$ cat config.mk
export PLATFORM = sky130hd
export DESIGN_NAME = xing_signal_ctrl
export DESIGN_NICKNAME = d
export VERILOG_FILES = /design/src/rtl/xing_pkg.sv /design/src/rtl/xing_bcd_down.sv /design/src/rtl/xing_phase_seq.sv /design/src/rtl/xing_lamp_map.sv /design/src/rtl/xing_signal_ctrl.sv
export SDC_FILE = /design/constraint.sdc
export NUM_CORES = 1
export LEC_CHECK = 0
export ABC_AREA = 0
export BUFFER_PORTS_ARGS = -buffer_cell sky130_fd_sc_hd__buf_2
export CAP_MARGIN = 30
export CORE_ASPECT_RATIO = 1.4
export CORE_MARGIN = 1
export CORE_UTILIZATION = 30
export CTS_CLUSTER_DIAMETER = 200
export CTS_CLUSTER_SIZE = 24
export DETAILED_ROUTE_END_ITERATION = 10
export SLEW_MARGIN = 20
export SYNTH_ARGS = -nofsm -noshare
export SYNTH_HDL_FRONTEND = slang
export SYNTH_SLANG_ARGS = --single-unit
$ cat constraint.sdc
create_clock -name clk -period 1.6 [get_ports clk]
set_input_delay 0.08 -clock clk [delete_from_list [all_inputs] [get_ports clk]]
set_output_delay 0.08 -clock clk [all_outputs]
set_load 0.02 [all_outputs]
$ cat src/rtl/xing_pkg.sv
package xing_pkg;

  typedef enum logic [1:0] {
    PH_NS_GO   = 2'd0,
    PH_NS_WARN = 2'd1,
    PH_EW_GO   = 2'd2,
    PH_EW_WARN = 2'd3
  } phase_t;

  // lamp order: {ew_r, ew_y, ew_g, ns_r, ns_y, ns_g}
  localparam logic [5:0] LMP_NS_GO   = 6'b100_001;
  localparam logic [5:0] LMP_NS_WARN = 6'b100_010;
  localparam logic [5:0] LMP_EW_GO   = 6'b001_100;
  localparam logic [5:0] LMP_EW_WARN = 6'b010_100;
  localparam logic [5:0] LMP_HALT    = 6'b100_100;

  // binary to packed BCD, up to eight digits
  function automatic logic [31:0] to_bcd(input int unsigned val);
    logic [31:0] r;
    int unsigned v;
    r = '0;
    v = val;
    for (int d = 0; d < 8; d++) begin
      r[4*d +: 4] = 4'(v % 10);
      v = v / 10;
    end
    return r;
  endfunction

endpackage

$ cat src/rtl/xing_bcd_down.sv
module xing_bcd_down #(
  parameter int unsigned DIGITS  = 2,
  parameter int unsigned RST_VAL = 45,
  localparam int unsigned CW     = 4 * DIGITS
) (
  input  logic          clk,
  input  logic          rst_n,
  input  logic          step_en,
  input  logic          load_en,
  input  logic [CW-1:0] load_val,
  output logic [CW-1:0] count
);
  import xing_pkg::*;

  localparam logic [CW-1:0] RST_BCD = CW'(to_bcd(RST_VAL));

  logic [CW-1:0] dec_val;

  always_comb begin
    logic borrow;
    dec_val = count;
    borrow  = 1'b1;
    for (int d = 0; d < int'(DIGITS); d++) begin
      if (borrow) begin
        if (count[4*d +: 4] == 4'd0) begin
          dec_val[4*d +: 4] = 4'd9;
        end else begin
          dec_val[4*d +: 4] = count[4*d +: 4] - 4'd1;
          borrow = 1'b0;
        end
      end
    end
  end

  always_ff @(posedge clk or negedge rst_n) begin
    if (!rst_n) begin
      count <= RST_BCD;
    end else if (load_en) begin
      count <= load_val;
    end else if (step_en) begin
      count <= dec_val;
    end
  end

endmodule

$ cat src/rtl/xing_phase_seq.sv
module xing_phase_seq #(
  parameter int unsigned DIGITS     = 2,
  parameter int unsigned RED_SEC    = 45,
  parameter int unsigned GREEN_SEC  = 40,
  parameter int unsigned YELLOW_SEC = 5,
  localparam int unsigned CW        = 4 * DIGITS
) (
  input  logic             clk,
  input  logic             rst_n,
  input  logic             advance,
  input  logic [CW-1:0]    ew_count,
  input  logic [CW-1:0]    ns_count,
  output xing_pkg::phase_t phase,
  output logic             reload,
  output logic [CW-1:0]    ew_reload,
  output logic [CW-1:0]    ns_reload
);
  import xing_pkg::*;

  localparam logic [CW-1:0] BCD_RED = CW'(to_bcd(RED_SEC));
  localparam logic [CW-1:0] BCD_GRN = CW'(to_bcd(GREEN_SEC));
  localparam logic [CW-1:0] BCD_YEL = CW'(to_bcd(YELLOW_SEC));
  localparam logic [CW-1:0] BCD_END = CW'(1);

  phase_t phase_nxt;
  logic   end_hit;

  // the moving side's counter decides the boundary
  always_comb begin
    unique case (phase)
      PH_NS_GO, PH_NS_WARN: end_hit = (ns_count == BCD_END);
      default:              end_hit = (ew_count == BCD_END);
    endcase
  end

  assign reload = advance & end_hit;

  always_comb begin
    phase_nxt = phase;
    ew_reload = BCD_YEL;
    ns_reload = BCD_YEL;
    unique case (phase)
      PH_NS_GO: begin
        phase_nxt = PH_NS_WARN;
      end
      PH_NS_WARN: begin
        phase_nxt = PH_EW_GO;
        ew_reload = BCD_GRN;
        ns_reload = BCD_RED;
      end
      PH_EW_GO: begin
        phase_nxt = PH_EW_WARN;
      end
      default: begin
        phase_nxt = PH_NS_GO;
        ew_reload = BCD_RED;
        ns_reload = BCD_GRN;
      end
    endcase
  end

  always_ff @(posedge clk or negedge rst_n) begin
    if (!rst_n) begin
      phase <= PH_NS_GO;
    end else if (reload) begin
      phase <= phase_nxt;
    end
  end

endmodule

$ cat src/rtl/xing_lamp_map.sv
module xing_lamp_map (
  input  xing_pkg::phase_t phase,
  input  logic             urgent,
  output logic [5:0]       lamps
);
  import xing_pkg::*;

  always_comb begin
    if (urgent) begin
      lamps = LMP_HALT;
    end else begin
      unique case (phase)
        PH_NS_GO:   lamps = LMP_NS_GO;
        PH_NS_WARN: lamps = LMP_NS_WARN;
        PH_EW_GO:   lamps = LMP_EW_GO;
        default:    lamps = LMP_EW_WARN;
      endcase
    end
  end

endmodule

$ cat src/rtl/xing_signal_ctrl.sv
module xing_signal_ctrl #(
  parameter int unsigned DIGITS     = 2,
  parameter int unsigned RED_SEC    = 45,
  parameter int unsigned GREEN_SEC  = 40,
  parameter int unsigned YELLOW_SEC = 5
) (
  input  logic                clk,
  input  logic                rst_n,
  input  logic                tick,
  input  logic                urgent,
  output logic [4*DIGITS-1:0] ew_count,
  output logic [4*DIGITS-1:0] ns_count,
  output logic [5:0]          lamps
);
  import xing_pkg::*;

  localparam int unsigned CW   = 4 * DIGITS;
  localparam int unsigned NDIR = 2;  // index 0 east-west, 1 north-south

  phase_t        phase;
  logic          advance;
  logic          reload;
  logic [CW-1:0] cnt    [NDIR];
  logic [CW-1:0] ld_val [NDIR];

  assign advance = tick & ~urgent;

  xing_phase_seq #(
    .DIGITS    (DIGITS),
    .RED_SEC   (RED_SEC),
    .GREEN_SEC (GREEN_SEC),
    .YELLOW_SEC(YELLOW_SEC)
  ) u_seq (
    .clk      (clk),
    .rst_n    (rst_n),
    .advance  (advance),
    .ew_count (cnt[0]),
    .ns_count (cnt[1]),
    .phase    (phase),
    .reload   (reload),
    .ew_reload(ld_val[0]),
    .ns_reload(ld_val[1])
  );

  for (genvar g = 0; g < int'(NDIR); g++) begin : g_dir
    xing_bcd_down #(
      .DIGITS (DIGITS),
      .RST_VAL((g == 0) ? RED_SEC : GREEN_SEC)
    ) u_cnt (
      .clk     (clk),
      .rst_n   (rst_n),
      .step_en (advance),
      .load_en (reload),
      .load_val(ld_val[g]),
      .count   (cnt[g])
    );
  end

  xing_lamp_map u_lamp (
    .phase (phase),
    .urgent(urgent),
    .lamps (lamps)
  );

  assign ew_count = cnt[0];
  assign ns_count = cnt[1];

endmodule

==> flow_summary_export.csv, run 1 <==
group,metric,value,unit
run_status,status,"finished, violations left",
run_status,failed_checks,"design-rule violations, negative setup slack",
logic_synthesis,synthMuxAreaShare,3.21,%
critical_path,path_delay_family,"simple AND/OR/NAND/NOR gates",
critical_path,path_cells,"or4_4, nor3_4, a41oi_4, buf_4, o221a_1",
timing,skew,0.00215,ns
timing,timing.hold.ws,0.289,ns
critical_path,worstPathRequired,1.74,ns
floorplan,die_area,4560,sq um
timing,period_minus_slack,1.85,ns
route,drc,5,
floorplan,start_util,32.0,%
grt,grt_pass1_wl,5490,um
logic_synthesis,synth_cells,141,
clock_tree,cts-htree-levels,1,
logic_synthesis,synth_edf_count,0,
timing,worst_slew_pin_slew,0.425,ns
power_and_ir_drop,p_int,1500,uW
power_and_ir_drop,power.combinational.fraction,57.2,%
floorplan,design.core.area,4020,sq um
layout,fin_area,1880,sq um
placement,dp_slack,-0.236,ns
layout,final_util,46.9,%
logic_synthesis,synthSimpleGateAreaFrac,28.4,%
layout,syn_to_final_growth,46.5,%
layout,diodes,0,
timing,fmax,0.541,GHz
timing,relSlewSlack,71.7,%
placement,place.gp.congestion,0.800,
grt,grt-ovfl-total,0,
logic_synthesis,ys_seq_area_share,35.4,%
clock_tree,path_clk_slew,0.07,ns
logic_synthesis,ys_types,43,
clock_tree,cts_tree,"yes",
power_and_ir_drop,switchingPower,1060,uW
power_and_ir_drop,ir_drop,0.536,mV
logic_synthesis,ys_ff_latch,18,
placement,portBuffers,25,
critical_path,r2r_start,"g_dir[1].u_cnt.count[1]$_DFFE_PN0P_",
logic_synthesis,synth_flop_cell,"dfrtp_1",
floorplan,die_w,57.3,um
critical_path,worst-setup-path-type,"reg -> reg",
logic_synthesis,synth_top_cell_by_area,"dfrtp_1",
flow_run,maxCapViolCount,0,
clock_tree,numCtsBuffers,3,
critical_path,slowest_stage,"or4_4",
power_and_ir_drop,switching_share,41.4,%
logic_synthesis,synth_compound_area_share,16.3,%
logic_synthesis,synthesis.nets,155,
timing,rsz0062_at_grt,"yes",
clock_tree,clock_sinks,18,
power_and_ir_drop,p_per_area,1360,nW/um^2
critical_path,worstSetupStartpoint,"g_dir[1].u_cnt.count[1]$_DFFE_PN0P_",
placement,hpwl,2460,um
route,dr.pass1.iters,7,
logic_synthesis,ys_warn_count,0,
timing,setup_slack,-0.248,ns
logic_synthesis,synthAdderAreaFrac,9.73,%
route,routed_via_density,4.98,
floorplan,fp.dieH,79.5,um
logic_synthesis,async_flop_share,100,%
timing,setup_viol,18,
logic_synthesis,synthXorXnorAreaFrac,0,%
grt,grt_pass1_vias,1215,
power_and_ir_drop,clockPowerShare,14.7,%
route,wl,3380,um
power_and_ir_drop,power_leakage,0.000864,uW
critical_path,worstPathMaxFanout,5,
clock_tree,clk_path_buf_depth,2,
route,post_drt_wl_per_cell,13.6,um
critical_path,cp-start-kind,"flop",
logic_synthesis,synth_area,1290,sq um
power_and_ir_drop,seqPwrFrac,28.1,%
placement,dpl_cell_area,1710,sq um
grt,grtUsageTotal,15.4,%
timing,fin_crit_sh,115,%
min_path,min_path_type,"in -> async",
floorplan,io_pins,26,
critical_path,crit_path_max_incr_delay,0.54,ns
critical_path,cp_data_arrival_time,1.99,ns
layout,final_cell_mix,"buf_4, buf_2, dfrtp_1",
grt,grt_max_degree,19,
logic_synthesis,synth.area.top_cells,"dfrtp_1, ha_1, dfstp_2",
critical_path,end_kind,"flop",
logic_synthesis,synth_top_area_share,27.2,%
logic_synthesis,syn_area_per_cell,9.12,sq um
route,dr_total_vias,1236,
clock_tree,root_buffer,"clkbuf_8",
timing,slew_viol_final,0,
route,drt_iter0_markers,39,
layout,final_common_cell,"buf_4",
route,ant_nets,0,
layout,drive_gt1_share,47.8,%
clock_tree,worstSkewPairLatency,0.25,ns
grt,antenna_found_initial,0,
floorplan,num_rows,27,
logic_synthesis,synth_top_family_by_area,"simple AND/OR/NAND/NOR gates",
timing,hold_violations,0,
layout,nNetsFinal,220,
critical_path,crit_buf_inv,1,
==> synth_stat cells, types with 2 or more instances <==
library cell and number:
nand4_1 2, nand3b_1 2, nor3_1 4, nor3b_1 3
a2bb2oi_1 2, nor2_1 13, nand3_1 8, mux2i_1 3
inv_1 12, nor4_1 2, a21oi_1 11, nand2_1 12
nor2b_1 8, ha_1 10, or3_1 2, o311ai_0 2
dfrtp_1 14, o21ai_0 3, dfstp_2 4
==> kinds of logic after synthesis <==
kind of cell | count (synthesis)
AO/OA/AOI/OAI | 27
AND/OR/NAND/NOR | 65
adder cells (fa/ha/maj) | 10
buffers and inverters | 17
multiplexers | 4
flip-flops | 18
==> path summary, 6_finish.rpt <==
path / end / slack, ns / cells past startpoint
max: g_dir[1].u_cnt.count[0]$_DFFE_PN0P_ / -0.25 / 5
min: g_dir[0].u_cnt.count[3]$_DFFE_PN0P_ / 0.29 / 2
max reg2reg: g_dir[1].u_cnt.count[0]$_DFFE_PN0P_ / -0.25 / 5
min reg2reg: g_dir[1].u_cnt.count[3]$_DFFE_PN0P_ / 0.62 / 2
max in group asynchronous: g_dir[0].u_cnt.count[6]$_DFFE_PN1P_ / 0.98 / 2
min in group clk: g_dir[1].u_cnt.count[1]$_DFFE_PN0P_ / 0.39 / 5
==> registers in the layout, summed over array words and instances (netlist names) <==
register	cells
g_dir.u_cnt.count	16
u_seq.phase	2
==> power by group through the flow <==
stage | registers [uW] | logic, uW | clock network [uW]
detailed placement | 724 | 1380 | 0
floorplan | 964 | 538 | 0
global route | 735 | 1610 | 406
finish | 719 | 1460 | 375
global placement | 722 | 1370 | 0
CTS | 718 | 1400 | 389
==> stage by stage <==
step | total power (uW) | cells | TNS [ns]
4_1_cts | 2500 | 245 | -3.24
3_3_place_gp | 2100 | 240 | -3.22
2_1_floorplan | 1500 | 141 | -2.94
3_5_place_dp | 2110 | 240 | -3.39
5_1_grt | 2750 | 248 | -4.78
6_report | 2560 | 248 | -3.14
==> cell type report <==
class                           instances  area [sq um]
Clock buffer                            4          55.1
Fill cell                             399          2140
Inverter                               12          45.0
Multi-Input combinational cell        107           842
Sequential cell                        18           458
Tap cell                               43          53.8
Timing Repair Buffer                   64           430
==> worst reg2reg max path, delay by kind of cell (launching register included) <==
kind                   cells  cell delay [ns]
and+or+nand+nor            2             0.74
AOI/OAI and AO/OA          2             0.41
DFF                        1             0.40
buffers and inverters      1             0.19
==> timing repair <==
| action | CTS | global route |
|---|---|---|
| setup endpoints to repair | 19 | 20 |
| endpoints found under the hold margin | 14 | 0 |
| cloned | 0 | 1 |
| resized for setup | 3 | 16 |
| setup buffers | 0 | 2 |
| pin swaps | 1 | 4 |
| hold buffers | 1 | 0 |
==> per-layer routing <==
layer	vias up	share of wire, %	track usage (%)
met5	-	0	0
met4	0	0.53	5.61
met3	2	1.7	1.46
met2	14	53	26.9
met1	586	45	19.5
li1	634	-	-
Note: power is estimated with default switching activity, not from simulation.
==> run 2, diff against run 1 <==
--- a/config.mk
+++ b/config.mk
@@ -14,6 +14,7 @@
 export CTS_CLUSTER_DIAMETER = 200
 export CTS_CLUSTER_SIZE = 24
 export DETAILED_ROUTE_END_ITERATION = 10
+export RECOVER_POWER = 50
 export SLEW_MARGIN = 20
 export SYNTH_ARGS = -nofsm -noshare
 export SYNTH_HDL_FRONTEND = slang
==> flow_summary_export.csv, run 2 (synthesis gave the netlist of run 1 again) <==
group,metric,value,unit
run_status,status,"finished, violations left",
run_status,failed_checks,"design-rule violations, negative setup slack",
route,ant_nets,0,
timing,fmax,0.541,GHz
critical_path,r2r_setup_slack,-0.25,ns
critical_path,cp_data_arrival_time,1.99,ns
layout,fin_area,1880,sq um
floorplan,fp.dieH,79.5,um
critical_path,end_kind,"flop",
clock_tree,numCtsBuffers,3,
power_and_ir_drop,seqPwrFrac,28.2,%
grt,grt-ovfl-total,0,
layout,syn_to_final_growth,46.3,%
floorplan,start_util,32.0,%
timing,setup_viol,18,
critical_path,worst-setup-path-type,"reg -> reg",
timing,totalNegativeSetupSlack,-3.14,ns
power_and_ir_drop,switchingPower,1060,uW
power_and_ir_drop,ir_drop,0.537,mV
grt,grtUsageTotal,15.4,%
power_and_ir_drop,power.combinational.fraction,57.2,%
placement,dp_slack,-0.236,ns
timing,period_minus_slack,1.85,ns
grt,grt_max_degree,19,
floorplan,design.core.area,4020,sq um
timing,hold_violations,0,
route,wl,3390,um
critical_path,r2r_start,"g_dir[1].u_cnt.count[1]$_DFFE_PN0P_",
route,drc,5,
critical_path,cp-start-kind,"flop",
power_and_ir_drop,power,2560,uW
route,routed_via_density,5.01,
power_and_ir_drop,p_per_area,1360,nW/um^2
power_and_ir_drop,p_int,1490,uW
clock_tree,cts-htree-levels,1,
layout,final_cell_mix,"buf_4, buf_2, dfrtp_1",
power_and_ir_drop,clockPowerShare,14.7,%
power_and_ir_drop,power_leakage,0.000860,uW
clock_tree,worstSkewPairLatency,0.25,ns
min_path,min_path_type,"in -> reg",
grt,grt_pass1_wl,5490,um
clock_tree,clock_sinks,18,
placement,dpl_cell_area,1710,sq um
timing,rsz0062_at_grt,"yes",
grt,antenna_found_initial,0,
min_path,hold_depth,5,
critical_path,worstPathMaxFanout,5,
route,dr.pass1.iters,7,
placement,place.gp.congestion,0.800,
clock_tree,root_buffer,"clkbuf_8",
layout,largestRegisters,"g_dir.u_cnt.count (16), u_seq.phase (2)",
layout,diodes,0,
flow_run,maxCapViolCount,0,
route,post_drt_wl_per_cell,13.7,um
floorplan,io_pins,26,
grt,grt_pass1_vias,1215,
critical_path,worstPathRequired,1.74,ns
timing,timing.hold.ws,0.386,ns
timing,relSlewSlack,31.8,%
layout,nNetsFinal,220,
floorplan,num_rows,27,
floorplan,die_w,57.3,um
timing,skew,0.00234,ns
clock_tree,clk_path_buf_depth,2,
clock_tree,cts_tree,"yes",
timing,worst_slew_pin_slew,1.02,ns
placement,portBuffers,25,
min_path,holdPathEnd,"g_dir[1].u_cnt.count[1]$_DFFE_PN0P_",
timing,fin_crit_sh,115,%
placement,hpwl,2460,um
layout,final_common_cell,"buf_4",
route,drt_iter0_markers,39,
layout,drive_gt1_share,46.8,%
route,dr_total_vias,1242,
critical_path,r2r_end,"g_dir[1].u_cnt.count[0]$_DFFE_PN0P_",
critical_path,worstRegToRegCells,5,
layout,largest_register_ffs,16,
floorplan,die_area,4560,sq um
layout,regMostFlops,"g_dir.u_cnt.count",
timing,setup_slack,-0.248,ns
power_and_ir_drop,switching_share,41.5,%
min_path,min_from,"urgent",
clock_tree,path_clk_slew,0.07,ns
timing,slew_viol_final,0,
==> run 2: changes by cell type in the layout (fill, tap and decap cells not counted), sizes merged <==
cell,change
clkbuf,+2
buf,-2
==> run 2: layout make-up <==
type                            instances  area, sq um
Clock buffer                            4         55.1
Fill cell                             401         2140
Inverter                               12         45.0
Multi-Input combinational cell        107          842
Sequential cell                        18          458
Tap cell                               43         53.8
Timing Repair Buffer                   64          428
==> run 2: metal layers <==
metal | vias to the layer above | global-route usage (%) | share of wire, % | routed length [um]
li1 | 634 | - | - | -
met1 | 587 | 19.5 | 44 | 1500
met2 | 19 | 26.9 | 53 | 1800
met3 | 2 | 1.46 | 2.1 | 70
met4 | 0 | 5.61 | 0.53 | 18
met5 | - | 0 | 0 | 0
==> run 2: metrics by stage <==
stage	utilization [%]	cells
2_1_floorplan	-	141
3_3_place_gp	42.6	240
3_5_place_dp	42.6	240
4_1_cts	44.6	245
5_1_grt	46.8	248
6_report	46.8	248
==> run 2: worst max-delay path, cell delays in order (launching register included) <==
cell and delay (ns):
dfrtp_2 0.40, or4_4 0.54, nor3_4 0.20, a41oi_4 0.18, buf_4 0.19, o221a_1 0.23
==> run 2: timing repair <==
item,in CTS,in global routing
endpoints found under the hold margin,14,0
hold buffers,1,0
gates resized for setup,3,16
endpoints found under the setup margin,19,20
pin swaps,1,4
cloned,0,1
setup buffers,0,2
==> run 2: worst max path at each step <==
stage | cells after the start | to | from | slack, ns
2_1_floorplan | 5 | g_dir[1].u_cnt.count[0]$_DFFE_PN0P_ | g_dir[1].u_cnt.count[1]$_DFFE_PN0P_ | -0.23
3_3_place_gp | 6 | g_dir[0].u_cnt.count[2]$_DFFE_PN1P_ | g_dir[1].u_cnt.count[1]$_DFFE_PN0P_ | -0.22
3_5_place_dp | 6 | g_dir[0].u_cnt.count[2]$_DFFE_PN1P_ | g_dir[1].u_cnt.count[1]$_DFFE_PN0P_ | -0.24
4_1_cts | 6 | g_dir[0].u_cnt.count[2]$_DFFE_PN1P_ | g_dir[1].u_cnt.count[1]$_DFFE_PN0P_ | -0.24
5_1_grt | 6 | g_dir[1].u_cnt.count[2]$_DFFE_PN0P_ | g_dir[1].u_cnt.count[1]$_DFFE_PN0P_ | -0.33
6_report | 5 | g_dir[1].u_cnt.count[0]$_DFFE_PN0P_ | g_dir[1].u_cnt.count[1]$_DFFE_PN0P_ | -0.25
==> run 2: power groups by stage <==
| stage | logic [uW] | clock network, uW | registers (uW) |
|---|---|---|---|
| detailed placement | 1380 | 0 | 724 |
| global route | 1610 | 406 | 735 |
| floorplan | 538 | 0 | 964 |
| finish | 1460 | 375 | 720 |
| global placement | 1370 | 0 | 722 |
| CTS | 1400 | 389 | 718 |
==> run 3, diff against run 2 <==
--- a/config.mk
+++ b/config.mk
@@ -6,7 +6,6 @@
 export NUM_CORES = 1
 export LEC_CHECK = 0
 export ABC_AREA = 0
-export BUFFER_PORTS_ARGS = -buffer_cell sky130_fd_sc_hd__buf_2
 export CAP_MARGIN = 30
 export CORE_ASPECT_RATIO = 1.4
 export CORE_MARGIN = 1
@@ -14,6 +13,7 @@
 export CTS_CLUSTER_DIAMETER = 200
 export CTS_CLUSTER_SIZE = 24
 export DETAILED_ROUTE_END_ITERATION = 10
+export DONT_BUFFER_PORTS = 1
 export RECOVER_POWER = 50
 export SLEW_MARGIN = 20
 export SYNTH_ARGS = -nofsm -noshare
==> flow_summary_export.csv, run 3 (synthesis gave the netlist of run 1 again) <==
group,metric,value,unit
critical_path,worstPathMaxFanout,5,
floorplan,fp.dieH,79.5,um
grt,grtUsageTotal,15.8,%
floorplan,die_area,4560,sq um
layout,diodes,0,
timing,skew,0.000918,ns
route,drt_iter0_markers,65,
route,post_drt_wl_per_cell,15.1,um
layout,nNetsFinal,202,
min_path,holdPathEnd,"g_dir[0].u_cnt.count[1]$_DFFE_PN0P_",
placement,hpwl,2620,um
timing,relSlewSlack,43.3,%
critical_path,worst-setup-path-type,"reg -> reg",
layout,regMostFlops,"g_dir.u_cnt.count",
critical_path,r2r_setup_slack,-0.31,ns
grt,grtUsageMet1,17.3,%
power_and_ir_drop,power,2420,uW
grt,use_met2,29.1,%
timing,fmax,0.523,GHz
clock_tree,clk_path_buf_depth,2,
clock_tree,numCtsBuffers,3,
flow_run,maxCapViolCount,0,
clock_tree,cts-htree-levels,1,
power_and_ir_drop,ir_drop,0.522,mV
clock_tree,worstSkewPairLatency,0.25,ns
run_status,status,"finished, violations left",
critical_path,end_kind,"flop",
timing,setup_slack,-0.314,ns
route,drc,4,
critical_path,worstRegToRegCells,6,
layout,final_cell_mix,"buf_4, dfrtp_1, nand2_1, nor2_1, clkbuf_1",
timing,hold_violations,0,
floorplan,die_w,57.3,um
clock_tree,path_clk_slew,0.07,ns
placement,place.gp.congestion,0.798,
timing,worst_slew_pin_slew,0.848,ns
timing,setup_viol,18,
min_path,min_from,"urgent",
layout,largest_register_ffs,16,
power_and_ir_drop,p_per_area,1380,nW/um^2
placement,dp_slack,-0.342,ns
floorplan,design.core.area,4020,sq um
critical_path,cp_data_arrival_time,2.09,ns
timing,rsz0062_at_grt,"yes",
clock_tree,cts_tree,"yes",
layout,fin_area,1760,sq um
grt,met3_usage,3.40,%
power_and_ir_drop,power_leakage,0.000745,uW
floorplan,io_pins,26,
floorplan,start_util,32.0,%
timing,fin_crit_sh,120,%
critical_path,r2r_end,"g_dir[1].u_cnt.count[6]$_DFFE_PN1P_",
layout,final_common_cell,"buf_4",
min_path,min_path_type,"in -> reg",
run_status,failed_checks,"design-rule violations, negative setup slack",
grt,antenna_found_initial,0,
layout,drive_gt1_share,38.0,%
layout,syn_to_final_growth,36.7,%
clock_tree,clock_sinks,18,
grt,grt_pass1_vias,1293,
placement,portBuffers,0,
route,routed_via_density,5.40,
clock_tree,root_buffer,"clkbuf_8",
grt,grt-ovfl-total,0,
grt,gr-max-usage-layer,"met2",
grt,grt_max_degree,19,
critical_path,worstPathRequired,1.78,ns
layout,largestRegisters,"g_dir.u_cnt.count (16), u_seq.phase (2)",
floorplan,num_rows,27,
timing,period_minus_slack,1.91,ns
critical_path,cp-start-kind,"flop",
grt,grt_pass1_wl,5700,um
route,ant_nets,0,
route,dr.pass1.iters,8,
min_path,hold_depth,3,
critical_path,r2r_start,"g_dir[1].u_cnt.count[1]$_DFFE_PN0P_",
timing,slew_viol_final,0,
placement,dpl_cell_area,1640,sq um
route,dr_total_vias,1242,
route,wl,3480,um
[run 3: changes by cell type in the layout (fill, tap and decap cells not counted), moves of 2 or more]
cell	previous run	this run
buf_6	2	0
buf_2	22	0
clkbuf_1	2	11
buf_4	37	34
[run 3: how the worst max path moves through the flow]
stage | startpoint | to | slack (ns) | cells past startpoint
after CTS | g_dir[1].u_cnt.count[1]$_DFFE_PN0P_ | g_dir[0].u_cnt.count[2]$_DFFE_PN1P_ | -0.32 | 6
after detailed placement | u_seq.phase[0]$_DFFE_PN0N_ | g_dir[0].u_cnt.count[5]$_DFFE_PN0P_ | -0.34 | 8
final | g_dir[1].u_cnt.count[1]$_DFFE_PN0P_ | g_dir[1].u_cnt.count[6]$_DFFE_PN1P_ | -0.31 | 6
after global routing | g_dir[1].u_cnt.count[1]$_DFFE_PN0P_ | g_dir[1].u_cnt.count[6]$_DFFE_PN1P_ | -0.42 | 6
after global placement | u_seq.phase[0]$_DFFE_PN0N_ | g_dir[0].u_cnt.count[5]$_DFFE_PN0P_ | -0.31 | 8
after floorplan | g_dir[1].u_cnt.count[1]$_DFFE_PN0P_ | g_dir[1].u_cnt.count[0]$_DFFE_PN0P_ | -0.23 | 5
[run 3: metrics by stage]
step / utilization, % / hold WS, ns / std cells / setup TNS (ns)
after global placement: 40.8 / -0.215 / 222 / -4.15
final: 43.7 / 0.228 / 230 / -4.22
after CTS: 43.1 / 0.223 / 228 / -4.80
after detailed placement: 40.8 / -0.215 / 222 / -5.16
after floorplan: - / -0.216 / 141 / -2.94
after global routing: 43.7 / 0.243 / 230 / -5.88
[run 3: worst max-delay path: stages (launching register included)]
cell,delay (ns)
dfrtp_2,0.41
or4_4,0.56
nor3_4,0.18
a41oi_4,0.18
nor4_1,0.29
buf_4,0.19
a21oi_1,0.04
[run 3: metal layers]
layer  part of all wire [%]  wire length, um  vias up
met5                      0                0        -
met4                    1.8               61        0
met3                    3.8              131        6
met2                     56             1930       23
met1                     39             1350      608
li1                       -                -      605
[run 3: layout make-up]
cell class,count,area (sq um)
clock buffer,4,55.1
fill,390,2260
inverter,12,45.0
multi-input combinational,107,840
sequential,18,458
tap,43,53.8
timing repair buffer,46,307
[run 3: where the power goes]
group / leakage [uW] / switching [uW] / internal [uW] / total (uW)
logic: 0.000505 / 809 / 533 / 1340
clock network: 0.0000288 / 144 / 218 / 362
registers: 0.000212 / 99.0 / 621 / 720
total: 0.000745 / 1050 / 1370 / 2420
[run 3: repair_timing]
action                                  in CTS  in global routing
resized for setup                            3                 14
pin swaps                                    2                  1
gates cloned                                 1                  0
endpoints found under the setup margin      20                 19
hold buffers                                 1                  0
buffers inserted                             0                  2
endpoints found under the hold margin       18                  0
